`config.mk`:
```
export PLATFORM = sky130hd
export DESIGN_NAME = cfg_byte_port
export DESIGN_NICKNAME = d
export VERILOG_FILES = /design/src/rtl/cfgp_pkg.sv /design/src/rtl/cfgp_sync.sv /design/src/rtl/cfgp_capture.sv /design/src/rtl/cfgp_status_drv.sv /design/src/rtl/cfg_byte_port.sv
export SDC_FILE = /design/constraint.sdc
export NUM_CORES = 1
export LEC_CHECK = 0
export BUFFER_PORTS_ARGS = -buffer_cell sky130_fd_sc_hd__buf_4
export CELL_PAD_IN_SITES_DETAIL_PLACEMENT = 0
export CELL_PAD_IN_SITES_GLOBAL_PLACEMENT = 1
export CORE_ASPECT_RATIO = 0.75
export CORE_UTILIZATION = 31
export DETAILED_ROUTE_END_ITERATION = 8
export PLACE_DENSITY = 0.83
export RECOVER_POWER = 100
export SLEW_MARGIN = 5
export SYNTH_ARGS = -nofsm -noshare
export SYNTH_HDL_FRONTEND = slang
export SYNTH_HIERARCHICAL = 1
export SYNTH_SLANG_ARGS = --single-unit
```
`constraint.sdc`:
```
create_clock -name clk -period 1.6 [get_ports clk]
set_clock_uncertainty 0.1 [all_clocks]
set_input_delay 0.08 -clock clk [delete_from_list [all_inputs] [get_ports clk]]
set_output_delay 0.08 -clock clk [all_outputs]
set_load 0.05 [all_outputs]
```
`src/rtl/cfgp_pkg.sv`:
```
package cfgp_pkg;

    localparam int BYTE_W   = 8;
    localparam int STAT_W   = 5;
    localparam int STAT_LSB = BYTE_W - STAT_W;

    typedef enum logic [1:0] {
        OP_IDLE  = 2'd0,
        OP_WRITE = 2'd1,
        OP_READ  = 2'd2
    } bus_op_e;

    typedef struct packed {
        logic       ready;
        logic       overrun;
        logic       done;
        logic [1:0] spare;
    } stat_t;

    function automatic logic is_selected(logic cs_lo_n, logic cs_hi);
        return !cs_lo_n && cs_hi;
    endfunction

    // Write strobe wins whenever both strobes are active.
    function automatic bus_op_e decode_op(logic cs_lo_n, logic cs_hi,
                                          logic rd_n, logic wr_n);
        if (!is_selected(cs_lo_n, cs_hi)) return OP_IDLE;
        if (!wr_n)                        return OP_WRITE;
        if (!rd_n)                        return OP_READ;
        return OP_IDLE;
    endfunction

    function automatic stat_t make_stat(logic ready, logic overrun, logic done);
        stat_t s;
        s.ready   = ready;
        s.overrun = overrun;
        s.done    = done;
        s.spare   = '0;
        return s;
    endfunction

endpackage

```
`src/rtl/cfgp_sync.sv`:
```
module cfgp_sync #(
    parameter int STAGES = 2
) (
    input  logic clk,
    input  logic rst,
    input  logic async_i,
    output logic rise_o
);
    logic [STAGES-1:0] chain_q;
    logic              last_q;

    always_ff @(posedge clk) begin
        if (rst) begin
            chain_q <= '0;
            last_q  <= 1'b0;
        end else begin
            chain_q <= {chain_q[STAGES-2:0], async_i};
            last_q  <= chain_q[STAGES-1];
        end
    end

    assign rise_o = chain_q[STAGES-1] && !last_q;
endmodule

```
`src/rtl/cfgp_capture.sv`:
```
module cfgp_capture
    import cfgp_pkg::*;
(
    input  logic              clk,
    input  logic              rst,
    input  logic              take_i,
    input  logic [BYTE_W-1:0] data_i,
    input  logic              ack_i,
    output logic              busy_o,
    output logic [BYTE_W-1:0] data_o,
    output logic              ovr_o
);
    logic              busy_q;
    logic              ovr_q;
    logic [BYTE_W-1:0] data_q;

    always_ff @(posedge clk) begin
        if (rst) begin
            busy_q <= 1'b0;
            ovr_q  <= 1'b0;
            data_q <= '0;
        end else begin
            if (take_i && !busy_q) begin
                busy_q <= 1'b1;
                data_q <= data_i;
            end else if (busy_q && ack_i) begin
                busy_q <= 1'b0;
            end
            if (take_i && busy_q) ovr_q <= 1'b1;
        end
    end

    assign busy_o = busy_q;
    assign data_o = data_q;
    assign ovr_o  = ovr_q;
endmodule

```
`src/rtl/cfgp_status_drv.sv`:
```
module cfgp_status_drv
    import cfgp_pkg::*;
(
    input  bus_op_e           op_i,
    input  stat_t             stat_i,
    output logic [BYTE_W-1:0] bus_o,
    output logic [BYTE_W-1:0] oe_o
);
    always_comb begin
        bus_o = '0;
        oe_o  = '0;
        if (op_i == OP_READ) begin
            bus_o[BYTE_W-1:STAT_LSB] = stat_i;
            oe_o[BYTE_W-1:STAT_LSB]  = '1;
        end
    end
endmodule

```
`src/rtl/cfg_byte_port.sv`:
```
module cfg_byte_port
    import cfgp_pkg::*;
#(
    parameter int SYNC_STAGES = 2
) (
    input  logic              clk,
    input  logic              rst,
    input  logic              cs_lo_n,
    input  logic              cs_hi,
    input  logic              rd_n,
    input  logic              wr_n,
    input  logic [BYTE_W-1:0] bus_in,
    output logic [BYTE_W-1:0] bus_out,
    output logic [BYTE_W-1:0] bus_oe,
    input  logic              cfg_done,
    output logic              rdy,
    output logic              byte_vld,
    output logic [BYTE_W-1:0] byte_data,
    input  logic              byte_taken
);
    bus_op_e op;
    logic    wr_req;
    logic    wr_rise;
    logic    busy;
    logic    ovr_q;
    stat_t   stat;

    assign op     = decode_op(cs_lo_n, cs_hi, rd_n, wr_n);
    assign wr_req = (op == OP_WRITE);

    cfgp_sync #(.STAGES(SYNC_STAGES)) u_wr_sync (
        .clk     (clk),
        .rst     (rst),
        .async_i (wr_req),
        .rise_o  (wr_rise)
    );

    cfgp_capture u_cap (
        .clk    (clk),
        .rst    (rst),
        .take_i (wr_rise),
        .data_i (bus_in),
        .ack_i  (byte_taken),
        .busy_o (busy),
        .data_o (byte_data),
        .ovr_o  (ovr_q)
    );

    assign stat = make_stat(!busy, ovr_q, cfg_done);

    cfgp_status_drv u_stat (
        .op_i   (op),
        .stat_i (stat),
        .bus_o  (bus_out),
        .oe_o   (bus_oe)
    );

    assign rdy      = !busy;
    assign byte_vld = busy;
endmodule

```
==> out/qor.yml, run 1 <==
outcome: "finished, final reports clean"
ctsRootBufferMaster: "clkbuf_4"
fin_crit_ps: 1500
crit_path_end_kind: "register"
ir_worst_vdd_uv: 637
synthTopCellsByCount: "dfxtp_1, buf_4, nand2b_1, nand4bb_1, o21ai_1"
core_area_mm2: 0.00205
grt_pass1_vias: 574
synth_seq_cells: 13
synth-edff-count: 0
syn_avg_cell_area_um2: 9.75
rr_worst_depth: 3
pwr-share-seq_pct: 48.8
cpPeakStageDelay_ps: 560
wl_per_cell_um: 11.5
slew_violations: 0
place_inst: 122
timing.fmax_mhz: 669
fp-row-count: 14
path_cells: "clkbuf_1 > dlygate4sd3_1 > nor3b_1 > dlygate4sd3_1 > nor2b_1"
p_sw_share_pct: 29.0
synthTopCellsByArea: "dfxtp_1, buf_4, nand4bb_1"
synth_top_area_share_pct: 37.6
grt_max_degree: 22
place_congestion: 0.657
relSlewSlack_pct: 56.2
fin_cells: 137
cp_top_family: "buffers and inverters"
fin_nets: 130
clockBufferDepth: 2
ys.flop_type: "dfxtp_1"
critPathLaunchType: "primary input"
worstPathArrival_ps: 1600
die_area_mm2: 0.00243
hold_slack_ps: 4.14
maxCapViolations: 0
yosysUniqueCellTypes: 17
tightest_slew_ps: 657
cp_num_buf_inv: 3
switching_power_w: 0.000197
synth.most_common_cell: "dfxtp_1"
multi_input_area_um2: 349
cp_max_fo: 3
synthArstFlopShare_pct: 0
insertion_delay_ps: 270
path_depth: 5
antenna_found_initial: 0
n_fill_cell: 213
grt_pass1_wl_mm: 2.44
hp-class: "primary input to register"
post-dp-hpwl_mm: 1.03
path_common_cell: "dlygate4sd3_1"
regArea_um2: 262
cts_setup_buffers: 0
grt_usage_pct: 13.5
syn_to_final_growth_pct: 41.4
reg2reg_slack_ps: 440
drtPass1Iterations: 4
die_x_um: 56.6
totalNegativeSetupSlack_ps: 0
setup_viol: 0
viasPerCell: 4.58
min_period_over_period_pct: 93.5
wl_mm: 1.57
clock_sinks: 13
hold_viol: 0
power_density_mw_per_mm2: 695
internal-power_w: 0.000483
crit_required_ps: 1710
ys_warn_count: 6
p_comb_share_pct: 21.7
post-route-drc-count: 0
overflow: 0
rsz0062_at_grt: "no"
io_buffer_count: 33
fin_util_pct: 47.7
syn-cell-area_um2: 692
ys_seq_area_share_pct: 37.6
clkSlewWorstSetupHoldPaths_ps: 70
diodes: 0
htree_levels: 1
startpoint: "wr_n"
r2r-end: "u_cap/data_o[3]"
cts_buffers: 3
initial_core_util_pct: 33.8
leakage_nw: 0.418
die_y_um: 42.9
drt_iter0_drc: 8
r2r_start: "u_wr_sync/chain_q[1]"
slowest_stage: "dlygate4sd3_1"
netlist_instances: 71
critical_path.endpoint: "u_wr_sync/chain_q[0]"
drive_gt1_share_pct: 27.4
vias: 628
cts_tree: "done"
ios: 42
synth_top_cell_by_area: "dfxtp_1"
crit_type: "primary input to register"
postRouteAntennaNets: 0
clkPwrFrac_pct: 29.6
## metrics by stage
stage | setup WS [ps] | area (um2) | power, W
5_1_grt | 40.2 | 978 | 0.000715
4_1_cts | 148 | 1040 | 0.000698
3_5_place_dp | 275 | 902 | 0.000472
3_3_place_gp | 331 | 902 | 0.000471
6_report | 104 | 978 | 0.000680
2_1_floorplan | 126 | 718 | 0.000442
## sequential cells by signal, indices dropped and copies added, names as in the netlist
signal,flops
u_cap/busy_o,1
u_cap/ovr_o,1
u_wr_sync/chain_q,2
u_wr_sync/last_q,1
u_cap/data_o,8
## power groups by stage
stage,registers [W],clock network (W),logic [W]
finish,0.000332,0.000201,0.000147
global route,0.000333,0.000227,0.000155
CTS,0.000332,0.000213,0.000154
detailed placement,0.000339,0,0.000133
global placement,0.000339,0,0.000131
floorplan,0.000348,0,0.0000936
## per-layer routing
layer  global-route usage [%]  share of wire (%)
met1                     14.2                 44
met2                     24.5                 48
met3                     6.40                7.9
met4                     2.93                  0
met5                        0                  0
## timing repair
| action | in CTS | in global routing |
|---|---|---|
| hold buffers | 11 | 0 |
| hold endpoints to repair | 12 | 0 |
| resized for setup | 0 | 0 |
## tightest hold or removal path, delay by kind of cell
kind	cells	cell delay, ps
buffers and inverters	1	80
AND/OR/NAND/NOR	1	100
AO/OA/AOI/OAI	1	90
## final cells by class
| type | count | area share (%) |
|---|---|---|
| Multi-Input combinational cell | 50 | 35.7 |
| Inverter | 1 | 0.384 |
| Sequential cell | 13 | 26.7 |
| Tap cell | 24 | 3.07 |
| Clock buffer | 4 | 2.69 |
| Timing Repair Buffer | 45 | 31.5 |
## logic make-up after synthesis
kind of cell,synth area share (%)
simple gates,38.5
other cells,1.09
compound gates,7.59
buf+inv,15.2
flops,37.6
## cells in the final DEF (no fill, tap or decap)
master	n
nor2b_2	1
nor2b_1	4
buf_2	1
and4bb_2	1
clkbuf_4	3
nor3b_1	2
nor2_1	2
clkbuf_1	11
nand2b_1	8
and3b_1	5
conb_1	8
dfxtp_2	1
inv_1	1
dlygate4sd3_1	11
clkbuf_2	7
nand4bb_1	8
a21oi_1	1
a211oi_1	1
o21ai_0	8
nor2b_4	1
dfxtp_1	12
buf_4	16
## how the worst min path moves through the flow
| stage | from | endpoint | slack, ps | depth (start not counted) |
|---|---|---|---|---|
| 6_report | bus_in[4] | u_cap/data_o[4] | 4 | 3 |
| 5_1_grt | bus_in[4] | u_cap/data_o[4] | 9 | 3 |
| 4_1_cts | bus_in[4] | u_cap/data_o[4] | 1 | 3 |
| 3_5_place_dp | byte_taken | u_cap/busy_o | 160 | 2 |
| 3_3_place_gp | byte_taken | u_cap/busy_o | 160 | 2 |
| 2_1_floorplan | rst | u_wr_sync/chain_q[0] | 50 | 1 |
Note: power is estimated with default switching activity, not from simulation.
==> run 2, diff against run 1 <==
Settings changed: ABC_AREA from default to 1, CORE_UTILIZATION 31 to 23, PLACE_DENSITY 0.83 to 0.74.
Clock period 1.6 ns to 1.36 ns, I/O delays scaled along.
==> out/qor.yml, run 2 <==
die_y_um: 48.5  # +13%
grt_pass1_wl_mm: 2.15  # -12%
drtPass1Iterations: 4  # unchanged
synthTopCellsByCount: "nor2_1, inv_1, dfxtp_1, nand2_1, buf_4"
vias: 636  # +1.3%
ios: 42  # unchanged
n_fill_cell: 299  # +40%
die_area_mm2: 0.00310  # +28%
die_x_um: 64  # +13%
crit_type: "register to primary output"
slew_violations: 0  # unchanged
io_buffer_count: 33  # unchanged
wl_mm: 1.34  # -15%
power_density_mw_per_mm2: 946  # +36%
hp-class: "primary input to register"
synth.most_common_cell: "nor2_1"
setup_viol: 0  # unchanged
rsz0062_at_grt: "no"
place_congestion: 0.744  # +13%
synth_seq_cells: 13  # unchanged
yosysUniqueCellTypes: 12  # -5
synthTopCellsByArea: "dfxtp_1, nor2_1, inv_1"
post-route-drc-count: 0  # unchanged
syn_to_final_growth_pct: 42.6
drt_iter0_drc: 25  # +17
cp_max_fo: 6  # +3
clockBufferDepth: 2  # unchanged
leakage_nw: 0.510  # +22%
ys_seq_area_share_pct: 39.2  # +1.6 points
post-dp-hpwl_mm: 1.10  # +6.5%
outcome: "finished, final reports clean"
synth_top_cell_by_area: "dfxtp_1"
fin_util_pct: 35.5  # -12 points
relSlewSlack_pct: 40.2  # -16 points
largest_register_ffs: 8  # unchanged
insertion_delay_ps: 230  # -40 ps
fin_cells: 176  # +28%
grt_pass1_vias: 504  # -12%
crit_required_ps: 1190  # -520 ps
reg2reg_slack_ps: 260  # -180 ps
syn_avg_cell_area_um2: 6.38  # -35%
totalNegativeSetupSlack_ps: 0  # unchanged
antenna_found_initial: 0  # unchanged
fin_nets: 157  # +21%
path_cells: "clkinvlp_4 > inv_1 > nor2_4 > clkbuf_4"
timing.fmax_mhz: 806
cts.repair.resized: 0  # unchanged
synth-edff-count: 0  # unchanged
maxCapViolations: 0  # unchanged
cp_top_family: "flip-flops"
min_period_over_period_pct: 91.2
diodes: 0  # unchanged
initial_core_util_pct: 24.9  # -8.9 points
clock_sinks: 13  # unchanged
synthArstFlopShare_pct: 0  # unchanged
wl_per_cell_um: 7.61  # -34%
ys_warn_count: 6  # unchanged
grt_usage_pct: 9.21  # -4.3 points
ys.flop_type: "dfxtp_1"
ctsRootBufferMaster: "clkbuf_8"
critPathLaunchType: "register"
cts_tree: "done"
final_common_cell: "nor2_1"
htree_levels: 1  # unchanged
viasPerCell: 3.61  # -21%
tightest_slew_ps: 894  # +237 ps
final_area_um2: 946  # -3.3%
place_inst: 169  # +39%
overflow: 0  # unchanged
hold_viol: 0  # unchanged
clkSlewWorstSetupHoldPaths_ps: 50  # -20 ps
syn-cell-area_um2: 663  # -4.2%
grt_max_degree: 11  # -50%
slowest_stage: "dfxtp_2"
cts_setup_buffers: 0  # unchanged
worstPathArrival_ps: 1070  # -530 ps
core_area_mm2: 0.00266  # +30%
post_dp_cell_area_um2: 918  # +1.8%
cp_num_buf_inv: 3  # unchanged
fp-row-count: 16  # +2
cts_buffers: 3  # unchanged
synth_top_area_share_pct: 39.2  # +1.6 points
drive_gt1_share_pct: 30.7  # +3.3 points
ir_worst_vdd_uv: 357  # -44%
postRouteAntennaNets: 0  # unchanged
crit_path_end_kind: "primary output"
netlist_instances: 104  # +46%
layout_common_cells: "nor2_1, inv_1, clkbuf_2"
fin_crit_ps: 1240
finalPower_w: 0.000894  # +32%
cpPeakStageDelay_ps: 400  # -160 ps
[run 2: worst min-delay path: stages]
cell and delay [ps]:
buf_4 80, inv_1 30, nand3_1 50, nand2_1 40
nor2_1 70
[run 2: metrics by stage]
stage | hold slack [ps] | worst slack [ps]
final | 34.6 | 119
after global routing | 61.1 | 62.4
after CTS | 27.8 | 122
after detailed placement | 173 | 267
after global placement | 169 | 282
after floorplan | 29.7 | 11.4
[run 2: final timing paths]
kind / cells after the start / from / endpoint
setup reg to reg: 6 / u_wr_sync/chain_q[1] / u_cap/data_o[6]
setup / recovery: 4 / u_cap/busy_o / bus_out[7]
hold reg to reg: 2 / u_wr_sync/chain_q[0] / u_wr_sync/chain_q[1]
hold / removal: 5 / bus_in[2] / u_cap/data_o[2]
[run 2: area by class of cell]
type / count / area [um2] / area share [%]
timing repair buffer: 37 / 238 / 25.1
multi-input combinational: 61 / 259 / 27.4
clock buffer: 4 / 45.0 / 4.76
sequential: 13 / 262 / 27.6
tap: 36 / 45.0 / 4.76
inverter: 25 / 97.6 / 10.3
[run 2: timing repair]
action | 4_1_cts | 5_1_grt
endpoints found under the hold margin | 5 | 0
setup endpoints to repair | 0 | 0
hold buffers | 3 | 0
[run 2: cell families after synthesis]
| group | share of synthesized area, % |
|---|---|
| simple gates | 31.9 |
| compound gates | 1.51 |
| other cells | 1.13 |
| buf+inv | 26.2 |
| flops | 39.2 |
[run 2: report_power, final]
group | internal [W] | leakage (nW) | total, W | switching (W)
clock network | 0.000206 | 0.0228 | 0.000328 | 0.000123
logic | 0.0000530 | 0.381 | 0.000173 | 0.000120
registers | 0.000389 | 0.106 | 0.000393 | 0.00000410
[run 2: per-layer routing]
metal  GRT usage (%)  routed length (um)  vias up
met5               0                   0        -
met4            1.14                   7        0
met3            5.90                 114        2
met2            14.5                 638       19
met1            10.7                 580      265
li1                -                   -      350
==> run 3, diff against run 2 <==
Settings changed: ABC_AREA 1 to default, CORE_UTILIZATION 23 to 26.
==> out/qor.yml, run 3 (synthesized netlist as in run 1, its figures left out) <==
outcome: "finished, final reports clean"
fp-row-count: 15  # -1
min_period_over_period_pct: 94.5  # +3.3 points
rsz0062_at_grt: "no"
clock_sinks: 13  # unchanged
internal-power_w: 0.000573  # -12%
postRouteAntennaNets: 0  # unchanged
pwr-share-seq_pct: 47.9  # +3.9 points
clockBufferDepth: 2  # unchanged
post-route-drc-count: 0  # unchanged
initial_core_util_pct: 28.8  # +3.9 points
grt_pass1_vias: 481  # -4.6%
wl_mm: 1.59  # +19%
fin_cells: 151  # -14%
die_y_um: 46.7  # -3.8%
overflow: 0  # unchanged
crit_path_end_kind: "primary output"
grt_usage_pct: 10.8  # +1.6 points
maxCapViolations: 0  # unchanged
worstPathArrival_ps: 1120  # +50 ps
timing.fmax_mhz: 778  # -3.5%
cp_max_fo: 7  # +1
wl_per_cell_um: 10.5  # +38%
drtPass1Iterations: 4  # unchanged
final_common_cell: "buf_4"
core_area_mm2: 0.00240  # -9.8%
critPathLaunchType: "register"
leakage_nw: 0.464  # -9.0%
hold_viol: 0  # unchanged
p_sw_share_pct: 29.1  # +1.5 points
post-dp-hpwl_mm: 1.04  # -5.7%
layout_common_cells: "buf_4, clkbuf_2, dlygate4sd3_1, dfxtp_1"
largest_register_ffs: 8  # unchanged
cts_buffers: 3  # unchanged
fin_crit_ps: 1290  # +44.7 ps
totalNegativeSetupSlack_ps: 0  # unchanged
switching_power_w: 0.000235  # -4.7%
cts_tree: "done"
htree_levels: 1  # unchanged
grt_pass1_wl_mm: 2.14  # -0.28%
die_x_um: 61.6  # -3.8%
diodes: 0  # unchanged
place_congestion: 0.596  # -20%
viasPerCell: 4.09  # +13%
fin_util_pct: 43.1  # +7.5 points
io_buffer_count: 33  # unchanged
antenna_found_initial: 0  # unchanged
clkPwrFrac_pct: 29.6  # -7.1 points
syn_to_final_growth_pct: 49.5
drt_iter0_drc: 6  # -76%
ir_worst_vdd_uv: 264  # -26%
p_comb_share_pct: 22.5  # +3.2 points
grt_max_degree: 22  # +11
ios: 42  # unchanged
power_density_mw_per_mm2: 781  # -17%
hold_slack_ps: 88.6  # +54.1 ps
ctsRootBufferMaster: "clkbuf_4"
vias: 618  # -2.8%
setup_viol: 0  # unchanged
crit_type: "register to primary output"
insertion_delay_ps: 280  # +50 ps
slew_violations: 0  # unchanged
drive_gt1_share_pct: 36.8  # +6.0 points
clkSlewWorstSetupHoldPaths_ps: 80  # +30 ps
die_area_mm2: 0.00287  # -7.4%
fin_nets: 134  # -15%
place_inst: 133  # -21%
crit_required_ps: 1190  # about the same
hp-class: "primary input to register"
==> run 3: cell type report <==
type,count,area [um2]
inverter,1,3.75
tap,34,42.5
fill,270,1370
clock buffer,4,26.3
timing repair buffer,49,348
multi-input combinational,50,350
sequential,13,264
==> run 3: worst paths after layout <==
path / slack, ps / endpoint / from / cells after the start
worst max-delay path: 70 / bus_out[7] / u_cap/busy_o / 3
worst min-delay path: 90 / u_wr_sync/chain_q[0] / cs_hi / 3
worst max register to register: 210 / u_cap/data_o[0] / u_wr_sync/chain_q[1] / 3
worst min register to register: 360 / u_wr_sync/chain_q[1] / u_wr_sync/chain_q[0] / 1
==> run 3: worst max-delay path, cell delays in order, from the launching register on <==
cell	delay (ps)
dfxtp_4	380
inv_1	50
and3b_2	210
buf_4	190
==> run 3: repair_timing <==
action / 4_1_cts / 5_1_grt
setup endpoints to repair: 1 / 1
endpoints found under the hold margin: 13 / 0
hold buffers: 12 / 0
buffers inserted: 0 / 2
gates resized for setup: 1 / 0
==> run 3: power groups by stage <==
stage	logic [W]	clock network (W)	registers, W
CTS	0.000187	0.000251	0.000389
global route	0.000192	0.000277	0.000388
global placement	0.000158	0	0.000399
detailed placement	0.000159	0	0.000399
finish	0.000182	0.000239	0.000387
floorplan	0.000111	0	0.000410
==> run 3: stage by stage <==
stage	setup slack [ps]	area [um2]	total power (W)
final	74.5	1030	0.000808
after detailed placement	251	928	0.000558
after global placement	235	928	0.000557
after floorplan	3.72	724	0.000521
after CTS	4.57	1080	0.000827
after global routing	23.7	1030	0.000856
==> run 3: routing by layer <==
layer | GRT usage (%) | wire length (um) | up-vias | part of all wire [%]
met2 | 18.7 | 786 | 24 | 49
met3 | 5.90 | 110 | 0 | 6.9
li1 | - | - | 319 | -
met5 | 0 | 0 | - | 0
met1 | 11.6 | 694 | 275 | 44
met4 | 2.67 | 0 | 0 | 0
